## config.mk

```make
export PLATFORM = sky130hd
export DESIGN_NAME = atr_parser
export DESIGN_NICKNAME = d
export VERILOG_FILES = /design/src/rtl/atr_pkg.sv /design/src/rtl/atr_conv.sv /design/src/rtl/atr_walker.sv /design/src/rtl/atr_params.sv /design/src/rtl/atr_parser.sv
export SDC_FILE = /design/constraint.sdc
export NUM_CORES = 1
export LEC_CHECK = 0
export BUFFER_PORTS_ARGS = -buffer_cell sky130_fd_sc_hd__buf_2
export CAP_MARGIN = 10
export CORE_ASPECT_RATIO = 1.1
export CORE_MARGIN = 5
export CORE_UTILIZATION = 44
export DETAILED_ROUTE_END_ITERATION = 16
export GPL_ROUTABILITY_DRIVEN = 1
export PLACE_DENSITY = 0.65
export SLEW_MARGIN = 0
export SYNTH_ARGS = -nofsm -noshare
export SYNTH_HDL_FRONTEND = slang
export SYNTH_SLANG_ARGS = --single-unit
```

## constraint.sdc

```tcl
create_clock -name clk -period 2.19 [get_ports clk]
set_input_delay 0.219 -clock clk [delete_from_list [all_inputs] [get_ports clk]]
set_output_delay 0.219 -clock clk [all_outputs]
set_load 0.02 [all_outputs]
```

## src/rtl/atr_pkg.sv

```systemverilog
// Package: shared types, defaults and the next-step rule of the parser.
// Assumes bytes are 8 bits wide and protocol numbers are 4 bits wide.
package atr_pkg;

    localparam logic [7:0] TS_DIRECT  = 8'h3B;
    localparam logic [7:0] TS_INVERSE = 8'h3F;

    localparam logic [3:0] DEF_FI   = 4'd1;
    localparam logic [3:0] DEF_DI   = 4'd1;
    localparam logic [7:0] DEF_N    = 8'd0;
    localparam logic [7:0] DEF_WI   = 8'd10;
    localparam logic [7:0] DEF_IFSC = 8'd32;
    localparam logic [3:0] DEF_BWI  = 4'd4;
    localparam logic [3:0] DEF_CWI  = 4'd13;

    typedef enum logic [2:0] {
        ST_IDLE,
        ST_FMT,
        ST_IFACE,
        ST_HIST,
        ST_CHK
    } walk_st_e;

    typedef struct packed {
        logic [3:0]  fi;
        logic [3:0]  di;
        logic [7:0]  n;
        logic [7:0]  wi;
        logic [7:0]  ifsc;
        logic [3:0]  bwi;
        logic [3:0]  cwi;
        logic        crc;
        logic [15:0] mask;
        logic [3:0]  dproto;
    } params_t;

    typedef struct packed {
        logic ta1;
        logic tc1;
        logic td1;
        logic td;
        logic tc2;
        logic ta3;
        logic tb3;
        logic tc3;
    } cap_t;

    // Parameter set that is in force when nothing was announced.
    function automatic params_t prm_default();
        params_t p;
        p.fi     = DEF_FI;
        p.di     = DEF_DI;
        p.n      = DEF_N;
        p.wi     = DEF_WI;
        p.ifsc   = DEF_IFSC;
        p.bwi    = DEF_BWI;
        p.cwi    = DEF_CWI;
        p.crc    = 1'b0;
        p.mask   = 16'h0001;
        p.dproto = 4'd0;
        return p;
    endfunction

    // Chooses what is expected next: group bytes, history, check byte or the end.
    function automatic walk_st_e pick_next(logic [3:0] pend, logic [3:0] k, logic need);
        if (pend != 4'd0)   return ST_IFACE;
        else if (k != 4'd0) return ST_HIST;
        else if (need)      return ST_CHK;
        else                return ST_IDLE;
    endfunction

endpackage

```

## src/rtl/atr_conv.sv

```systemverilog
// Convention decoder: classifies the initial byte and turns later raw bytes
// into logical values. Assumes the walker reports when it waits for an initial byte.
module atr_conv #(
    parameter int W = 8
) (
    input  logic         clk,
    input  logic         rst_n,
    input  logic         idle,
    input  logic         byte_vld,
    input  logic [W-1:0] byte_raw,
    output logic         ts_ok,
    output logic         inverse,
    output logic [W-1:0] byte_dec
);
    import atr_pkg::*;

    logic         ts_inv;
    logic [W-1:0] rev;

    // Classify the raw initial byte.
    always_comb begin
        ts_inv = (byte_raw == TS_INVERSE);
        ts_ok  = (byte_raw == TS_DIRECT) || ts_inv;
    end

    // Reverse the bit order for the inverse convention.
    for (genvar i = 0; i < W; i++) begin : g_rev
        assign rev[i] = byte_raw[W-1-i];
    end

    // Latch the convention on every initial byte.
    always_ff @(posedge clk) begin
        if (!rst_n)                inverse <= 1'b0;
        else if (idle && byte_vld) inverse <= ts_inv;
    end

    // Decode later bytes.
    always_comb byte_dec = inverse ? ~rev : byte_raw;


    inv_latch_chk: assert property (@(posedge clk) disable iff (!rst_n)
        (idle && byte_vld && byte_raw == TS_INVERSE) |=> inverse);

    dir_latch_chk: assert property (@(posedge clk) disable iff (!rst_n)
        (idle && byte_vld && byte_raw == TS_DIRECT) |=> !inverse);

endmodule

```

## src/rtl/atr_walker.sv

```systemverilog
// Structure walker: follows the presence nibbles, the historical count and the
// check byte, and emits capture strobes plus the status flags.
// Assumes at most one byte strobe per cycle; a timeout wins over a byte.
module atr_walker #(
    parameter int MAX_LEN = 32
) (
    input  logic             clk,
    input  logic             rst_n,
    input  logic             byte_vld,
    input  logic             gap_timeout,
    input  logic             ts_ok,
    input  logic [7:0]       b,
    output logic             idle,
    output logic             start,
    output logic             finish,
    output logic             finish_bad,
    output atr_pkg::cap_t    cap,
    output logic             done,
    output logic             noncompliant,
    output logic             timeout_err
);
    import atr_pkg::*;

    localparam int CNT_W = $clog2(MAX_LEN + 2);

    walk_st_e   st, nxt_st;
    logic [3:0] pend, pend_n, cur, k, k_n, t_prev;
    logic [1:0] level;
    logic       need, need_n, t1_done, ifsc_bad, ifsc_bad_n;
    logic [7:0] xacc;
    logic [CNT_W-1:0] cnt;
    logic       busy, take, in_t1, too_long, tck_bad;
    logic       is_ta, is_tb, is_tc, is_td;

    // Work out which byte this is, what it captures and what comes next.
    always_comb begin
        cur      = pend & (~pend + 4'd1);
        is_ta    = cur[0];
        is_tb    = cur[1];
        is_tc    = cur[2];
        is_td    = cur[3];
        busy     = (st != ST_IDLE);
        take     = busy && byte_vld && !gap_timeout;
        in_t1    = (level == 2'd3) && (t_prev == 4'd1) && !t1_done;
        too_long = (cnt == CNT_W'(MAX_LEN));
        cap      = '0;
        pend_n   = pend;
        k_n      = k;
        need_n   = need;
        nxt_st   = st;
        case (st)
            ST_FMT: begin
                pend_n = b[7:4];
                k_n    = b[3:0];
                need_n = 1'b0;
                nxt_st = pick_next(pend_n, k_n, 1'b0);
            end
            ST_IFACE: begin
                cap.ta1 = take && is_ta && level == 2'd1;
                cap.tc1 = take && is_tc && level == 2'd1;
                cap.td1 = take && is_td && level == 2'd1;
                cap.td  = take && is_td;
                cap.tc2 = take && is_tc && level == 2'd2;
                cap.ta3 = take && is_ta && in_t1;
                cap.tb3 = take && is_tb && in_t1;
                cap.tc3 = take && is_tc && in_t1;
                pend_n  = is_td ? b[7:4] : (pend & ~cur);
                need_n  = need | (is_td && b[3:0] != 4'd0);
                nxt_st  = pick_next(pend_n, k, need_n);
            end
            ST_HIST: begin
                k_n    = k - 4'd1;
                nxt_st = pick_next(4'd0, k_n, need);
            end
            ST_CHK:  nxt_st = ST_IDLE;
            default: nxt_st = ST_IDLE;
        endcase
        tck_bad    = (st == ST_CHK) && ((xacc ^ b) != 8'd0);
        ifsc_bad_n = ifsc_bad | (cap.ta3 && (b == 8'h00 || b == 8'hFF));
        finish     = take && (nxt_st == ST_IDLE || too_long);
        finish_bad = too_long || tck_bad || ifsc_bad_n;
        idle       = !busy;
        start      = !busy && byte_vld;
    end

    // Sequence state, working registers and status flags.
    always_ff @(posedge clk) begin
        if (!rst_n) begin
            st <= ST_IDLE;  pend <= '0;  k <= '0;  need <= 1'b0;
            level <= 2'd1;  t_prev <= '0;  t1_done <= 1'b0;  ifsc_bad <= 1'b0;
            xacc <= '0;  cnt <= '0;
            done <= 1'b0;  noncompliant <= 1'b0;  timeout_err <= 1'b0;
        end else if (!busy) begin
            if (byte_vld) begin
                pend <= '0;  k <= '0;  need <= 1'b0;  level <= 2'd1;
                t_prev <= '0;  t1_done <= 1'b0;  ifsc_bad <= 1'b0;
                xacc <= '0;  cnt <= '0;
                done         <= !ts_ok;
                noncompliant <= !ts_ok;
                timeout_err  <= 1'b0;
                st           <= ts_ok ? ST_FMT : ST_IDLE;
            end
        end else if (gap_timeout) begin
            st          <= ST_IDLE;
            timeout_err <= 1'b1;
        end else if (byte_vld) begin
            cnt      <= cnt + CNT_W'(1);
            xacc     <= xacc ^ b;
            pend     <= pend_n;
            k        <= k_n;
            need     <= need_n;
            ifsc_bad <= ifsc_bad_n;
            if (st == ST_IFACE && is_td) begin
                level  <= (level == 2'd3) ? 2'd3 : level + 2'd1;
                t_prev <= b[3:0];
                if (in_t1) t1_done <= 1'b1;
            end
            if (finish) begin
                st           <= ST_IDLE;
                done         <= 1'b1;
                noncompliant <= finish_bad;
            end else begin
                st <= nxt_st;
            end
        end
    end


    bad_ts_chk: assert property (@(posedge clk) disable iff (!rst_n)
        (idle && byte_vld && !ts_ok) |=> (done && noncompliant));

    abort_chk: assert property (@(posedge clk) disable iff (!rst_n)
        (!idle && gap_timeout) |=> (timeout_err && !done && idle));

    flag_excl_chk: assert property (@(posedge clk) disable iff (!rst_n)
        !(done && timeout_err));

    len_bound_chk: assert property (@(posedge clk) disable iff (!rst_n)
        cnt <= CNT_W'(MAX_LEN + 1));

    done_hold_chk: assert property (@(posedge clk) disable iff (!rst_n)
        (done && !byte_vld) |=> done);

endmodule

```

## src/rtl/atr_params.sv

```systemverilog
// Parameter store: gathers captured values in a shadow set while parsing and
// copies them to the outputs at completion, or defaults when non-compliant.
module atr_params (
    input  logic              clk,
    input  logic              rst_n,
    input  logic              start,
    input  logic              finish,
    input  logic              finish_bad,
    input  atr_pkg::cap_t     cap,
    input  logic [7:0]        b,
    output atr_pkg::params_t  prm
);
    import atr_pkg::*;

    params_t shd, shd_nxt, good;

    // Apply this cycle's captures to the shadow set.
    always_comb begin
        shd_nxt = shd;
        if (cap.ta1) {shd_nxt.fi, shd_nxt.di} = b;
        if (cap.tc1) shd_nxt.n = b;
        if (cap.td1) shd_nxt.dproto = b[3:0];
        if (cap.td)  shd_nxt.mask[b[3:0]] = 1'b1;
        if (cap.tc2) shd_nxt.wi = b;
        if (cap.ta3) shd_nxt.ifsc = b;
        if (cap.tb3) {shd_nxt.bwi, shd_nxt.cwi} = b;
        if (cap.tc3) shd_nxt.crc = b[0];
        good = shd_nxt;
        if (shd_nxt.mask == 16'd0) good.mask = 16'h0001;
    end

    // Shadow and committed registers.
    always_ff @(posedge clk) begin
        if (!rst_n || start) begin
            shd      <= prm_default();
            shd.mask <= 16'd0;
            prm      <= prm_default();
        end else begin
            shd <= shd_nxt;
            if (finish) prm <= finish_bad ? prm_default() : good;
        end
    end


    nc_default_chk: assert property (@(posedge clk) disable iff (!rst_n)
        (finish && finish_bad && !start) |=> (prm == prm_default()));

    mask_nonzero_chk: assert property (@(posedge clk) disable iff (!rst_n)
        prm.mask != 16'd0);

    hold_chk: assert property (@(posedge clk) disable iff (!rst_n)
        (!finish && !start) |=> $stable(prm));

endmodule

```

## src/rtl/atr_parser.sv

```systemverilog
// Top: answer-to-reset parser. Connects the convention decoder, the
// structure walker and the parameter store. Synchronous active-low reset.
module atr_parser #(
    parameter int MAX_LEN = 32
) (
    input  logic        clk,
    input  logic        rst_n,
    input  logic        rx_vld,
    input  logic [7:0]  rx_byte,
    input  logic        gap_timeout,
    output logic        done,
    output logic        noncompliant,
    output logic        timeout_err,
    output logic        inverse,
    output logic [3:0]  fi_idx,
    output logic [3:0]  di_idx,
    output logic [7:0]  guard_n,
    output logic [7:0]  wi,
    output logic [7:0]  ifsc,
    output logic [3:0]  bwi,
    output logic [3:0]  cwi,
    output logic        crc_sel,
    output logic [15:0] proto_mask,
    output logic [3:0]  proto_dflt
);
    import atr_pkg::*;

    logic       idle, ts_ok, start, finish, finish_bad;
    logic [7:0] b;
    cap_t       cap;
    params_t    prm;

    atr_conv #(.W(8)) u_conv (
        .clk(clk), .rst_n(rst_n), .idle(idle), .byte_vld(rx_vld),
        .byte_raw(rx_byte), .ts_ok(ts_ok), .inverse(inverse), .byte_dec(b)
    );

    atr_walker #(.MAX_LEN(MAX_LEN)) u_walk (
        .clk(clk), .rst_n(rst_n), .byte_vld(rx_vld), .gap_timeout(gap_timeout),
        .ts_ok(ts_ok), .b(b), .idle(idle), .start(start), .finish(finish),
        .finish_bad(finish_bad), .cap(cap), .done(done),
        .noncompliant(noncompliant), .timeout_err(timeout_err)
    );

    atr_params u_prm (
        .clk(clk), .rst_n(rst_n), .start(start), .finish(finish),
        .finish_bad(finish_bad), .cap(cap), .b(b), .prm(prm)
    );

    // Drive the parameter ports from the committed set.
    always_comb begin
        fi_idx     = prm.fi;
        di_idx     = prm.di;
        guard_n    = prm.n;
        wi         = prm.wi;
        ifsc       = prm.ifsc;
        bwi        = prm.bwi;
        cwi        = prm.cwi;
        crc_sel    = prm.crc;
        proto_mask = prm.mask;
        proto_dflt = prm.dproto;
    end

endmodule

```

### After elaboration in Yosys (flattened, before gate mapping)

Index checks and enable logic that the tools add are counted.

* flip-flop bits (word level): 160
* output and inout bits: 65

* reductions and logical operators: 53
* add/sub/neg operators: 4
* equal/unequal tests: 19
* magnitude comparators: 2
* bitwise logic cells: 9
* multiplexer cells: 80

Operators with widths (count)
* $mux W8: 11
* $mux W61: 1
* $mux W4: 13
* $mux W3: 11
* $mux W16: 2
* $mux W1: 26
* $mux W6: 4
* $logic_and A1 B1 Y1: 22
* $reduce_bool A4 Y1: 5
* $eq A8 B6 Y1 const B: 2
* $logic_not A16 Y1: 1
* $or A16 B16 Y16: 1
* $pmux W4 S2: 2
* $reduce_and A4 Y1: 4
* $mux W2: 7
* $ne A2 B2 Y1 const B: 5
* $pmux W3 S3: 1
* $and A4 B4 Y4: 2
* $eq A8 B8 Y1 const B: 1
* $logic_not A8 Y1: 1
* $not A4 Y4: 2
* $not A8 Y8: 1
* $reduce_bool A8 Y1: 1
* $xor A8 B8 Y8: 1
* other kinds (25): 40

### Depth between registers and ports, before layout

* word-level depth: 16
* gate-level depth with buffers: 12
* mapped depth without buffers: 9

### Hierarchy

A second synthesis with hierarchy kept.

* cells, all modules: 695
* area, all modules: 6785.3 sq um

By module, submodules not included
* atr_params: area an instance 4277.9 sq um, instances 1, sequential area each 2442.3 sq um, cells an instance 367
* atr_walker: area an instance 2349.8 sq um, instances 1, sequential area each 740.7 sq um, cells an instance 304
* atr_conv: area an instance 157.7 sq um, instances 1, sequential area each 20.0 sq um, cells an instance 24

### Worst setup path before layout

Ideal clock, no wire load.

* path type: register -> register
* start: register u_walk.k[0]
* end: register u_prm.prm[34] (netlist name)
* path slack: -0.210 ns
* stages on the path, launching flop included: 11
* arrival: 2.264 ns
* cells stage by stage: dfxtp_1 -> inv_1 -> ha_1 -> or3b_2 -> nor3_1 -> a311oi_1 -> a31oi_4 -> nand3_2 -> nor3_2 -> buf_4 -> a31oi_1

* word-level cells in the longest chain between the ends: 7

Ends and longest elaborated chain
* start: declaration: RTL line atr_walker.sv:27 `logic [3:0] pend, pend_n, cur, k, k_n, t_prev;`
* start signal: assignment: RTL line atr_walker.sv:110 `k <= k_n;`
* $sub A4 B1 Y4 or $reduce_bool A4 Y1 (tied branches): RTL line atr_walker.sv:72, atr_pkg.sv:67
* $reduce_bool A4 Y1 or $mux W3 (tied branches): RTL line atr_pkg.sv:67 `else if (k != 4'd0) return ST_HIST;`
* $mux W3, on equally long branches: RTL line atr_pkg.sv:67, atr_pkg.sv:66
* $pmux W3 S3 *: RTL line atr_walker.sv:51 `case (st)`
* $logic_not A3 Y1 *: RTL line atr_walker.sv:80 `finish = take && (nxt_st == ST_IDLE || too_long);`
* $logic_or A1 B1 Y1 *: RTL line atr_walker.sv:80
* $logic_and A1 B1 Y1 *: RTL line atr_walker.sv:80

Every way passes the cells marked *; elsewhere a longest branch is shown, timed or not.
A chain may end at the register's enable or synchronous reset.

### Worst setup path in the final report

* start: register u_conv.inverse
* end: register u_prm.prm[19] (netlist name)

* word-level cells in the longest chain between the ends: 11

Ends and longest elaborated chain
* start: declaration: RTL line atr_conv.sv:12 `output logic inverse,`
* start signal: assignment: RTL line atr_conv.sv:34 `else if (idle && byte_vld) inverse <= ts_inv;`
* $mux W8 *: RTL line atr_conv.sv:38 `always_comb byte_dec = inverse ? ~rev : byte_raw;`
* branches (longest 10 deep; another with $lt A4 B5 Y1)

Every way passes the cells marked *.

==> flow_summary.ini <==
[status]
status = complete, but fails checks
violations = setup timing

[power_and_ir_drop]
p_leak_nw = 4.31
power_density_nw_per_um2 = 629
ir_drop_mv = 0.636

[critical_path]
crit_buf_inv = 4
crit_chain = or3_4, a22oi_2, buf_4, o41a_1, nand3_2, buf_6, a21oi_4, buf_12, clkbuf_16, a31o_1
crit_path_end_kind = flip-flop
crit_family = compound AO/OA/AOI/OAI gates
slowest_delay_ps = 390
crit_slowest_cell = or3_4
arrival_ps = 2820
worst-setup-path-type = flip-flop to flip-flop
worstSetupStartpointType = flip-flop
required_ps = 2570
crit_path_max_fanout = 8

[sta]
fin_crit_ps = 2440
fmax_mhz = 410
setup_viol = 64
grt_setup_unrepaired = true
worst_slack_ps = -251
finalMaxSlewViolations = 0
layout_worst_path_cycle_share_pct = 111
finalHoldViolations = 0
tightest_slew_ps = 691
clock_skew_ps = 7.26
relSlewSlack_pct = 53.9

[grt]
grtUsageTotal_pct = 24.3
grt_first_pass_wirelength_um = 35300
first_global_vias = 6636
grt_overflow = 0
antenna_found_initial = 0
grt_max_degree = 37

[synth]
yosysTopAreaCell = dfxtp_1
synth_compound_area_share_pct = 21.0
synthTopCellsByArea = dfxtp_1 (45%), nor2_1 (6.2%), o22a_1 (4.6%), nand2_1 (3.2%), nor4_1 (2.6%)
synth_top_family_by_area = simple AND/OR/NAND/NOR gates
synth-seq-area-share_pct = 45.3
synth_flop_cell = dfxtp_1
synth_xor_area_share_pct = 0.371
ys_seq_elements = 160
async_flop_share_pct = 0
syn_nets = 836
synthMuxAreaShare_pct = 2.41
synthesis.area_um2 = 7070
ys_types = 71
synthAdderAreaFrac_pct = 0.849
syn_inst = 820
postSynthAreaPerCell_um2 = 8.63
yosysMostFrequentCell = dfxtp_1
yosysTopAreaCellShare_pct = 45.3
yosysWarnings = 0
synth_common_cells = dfxtp_1 (160), nor2_1 (117), nand2_1 (60)
synth-simple-area-share_pct = 24.6
synth_edf_count = 0

[final_layout]
stdcell_count = 1223
nNetsFinal = 1026
drive_gt1_share_pct = 34.8
multi_input_comb_area_um2 = 4000
regArea_um2 = 3210
fillers = 1303
finish.instance_area_um2 = 9970
area_delta_synth_final_pct = 41.0
antennaDiodeCount = 0

[detailed_routing]
first_iter_violations = 551
antenna_left = 0
drt_first_pass_iters = 6
drc = 0
vias = 7055
wire_per_inst_um = 19.4
wl_um = 23700
via_per_inst = 5.77

[clock_network]
insertion_delay_ps = 430
cts_tree = yes
cts_root_buffer = clkbuf_16
cts_sinks = 160
cts_buffer_depth = 2
clk_pin_slew_ps = 70
cts-buffers-inserted = 17
cts-htree-levels = 4

[placement]
dpl_cell_area_um2 = 8600
port_buffers = 76
dp.cells = 1168
globalplace.congestion = 0.936
dp_hpwl_um = 14800

[floorplan]
dieHeight_um = 143
core_area_um2 = 15700
die_area_um2 = 18700
rows = 48
pin_count = 77
initial_utilization_pct = 45.0
chipWidth_um = 131

[run]
drv_cap = 0

[worst_hold_path]
hp-class = primary input to flip-flop
-- per-stage QoR --
| step | setup TNS [ps] | util (%) | hold slack [ps] | power [mW] | setup WS, ps |
|---|---|---|---|---|---|
| 2_1_floorplan | -4820 | - | 383 | 3.15 | -95.6 |
| 3_3_place_gp | -21600 | 54.7 | 443 | 3.30 | -427 |
| 3_5_place_dp | -22650 | 54.7 | 455 | 3.30 | -448 |
| 4_1_cts | -9690 | 61.1 | 112 | 6.30 | -181 |
| 5_1_grt | -15840 | 63.4 | 127 | 6.48 | -304 |
| 6_report | -12980 | 63.4 | 125 | 6.27 | -251 |
-- final timing paths --
kind                            cells past startpoint                 from  slack [ps]                  end
worst max-delay path                               10       u_conv.inverse        -250        u_prm.prm[19]
worst min-delay path                                2                rst_n         120          u_walk.done
worst max register to register                     10       u_conv.inverse        -250        u_prm.prm[19]
worst min register to register                      2  u_walk.noncompliant         460  u_walk.noncompliant
-- worst reg2reg max path, stage by stage (launching register included) --
cell       delay, ps
dfxtp_4          370
or3_4            400
a22oi_2          330
buf_4            180
o41a_1           180
nand3_2          120
buf_6            160
a21oi_4          140
buf_12           180
clkbuf_16        190
a31o_1           120
-- kinds of logic (layout without fill, tap and decap cells) --
kind of cell	after synthesis	in the layout
simple gates	342	345
compound gates	211	211
flops	160	160
buf+inv	82	282
mux	17	17
fa+ha+maj	5	5
xor+xnor	3	3
-- cells in the final DEF (no fill, tap or decap), drive strengths merged, types with 3 or more instances in the layout --
| master | instances |
|---|---|
| or4 | 3 |
| inv | 27 |
| o22a | 37 |
| nor3 | 23 |
| a32o | 3 |
| nand2b | 9 |
| or2 | 7 |
| nor2b | 13 |
| or3b | 4 |
| a2bb2oi | 4 |
| o21bai | 3 |
| a31oi | 28 |
| o32ai | 3 |
| o22ai | 5 |
| a22oi | 11 |
| mux2i | 17 |
| nor2 | 121 |
| nand3b | 3 |
| nor3b | 18 |
| a31o | 5 |
| o21ai | 41 |
| a22o | 8 |
| a211oi | 14 |
| clkinv | 3 |
| and2 | 6 |
| nor4 | 29 |
| ha | 4 |
| clkbuf | 25 |
| or3 | 9 |
| buf | 226 |
| nand2 | 60 |
| and3 | 7 |
| dfxtp | 160 |
| nand4 | 12 |
| nand3 | 16 |
| a21oi | 30 |
-- layout make-up --
class,count,share of cell area (%)
Clock buffer,19,4.54
Clock inverter,13,1.42
Inverter,18,0.678
Multi-Input combinational cell,581,40.1
Sequential cell,160,32.2
Tap cell,200,2.51
Timing Repair Buffer,232,18.5
-- flip-flops by register name, indices dropped and copies added, names as in the netlist --
name	cells
u_walk.ifsc_bad	1
u_walk.level	2
u_conv.inverse	1
u_walk.t_prev	4
u_walk.k	4
u_walk.done	1
u_walk.need	1
u_walk.t1_done	1
u_walk.xacc	8
u_walk.timeout_err	1
u_walk.noncompliant	1
u_prm.prm	61
u_walk.st	3
u_walk.cnt	6
u_prm.shd	61
u_walk.pend	4
-- per-layer routing --
layer / routed length, um / vias to the layer above / global-route usage (%)
met3: 1490 / 62 / 5.46
met1: 10000 / 3374 / 31.4
met4: 862 / 0 / 9.75
met5: 0 / - / 0
met2: 11300 / 250 / 39.3
li1: - / 3369 / -
-- repair_timing --
item                       CTS  global route
hold endpoints to repair     0             0
hold buffers                 0             0
setup endpoints to repair   65            67
buffers inserted            10             2
pin swaps                   15            19
gates resized for setup     62            32
cloned                       5             8
-- power breakdown --
part / internal, mW / switching [mW]
combinational: 0.125 / 0.233
clock: 1.68 / 1.32
sequential: 2.91 / 0.00384
total: 4.71 / 1.56
(Power assumes the default switching activity.)
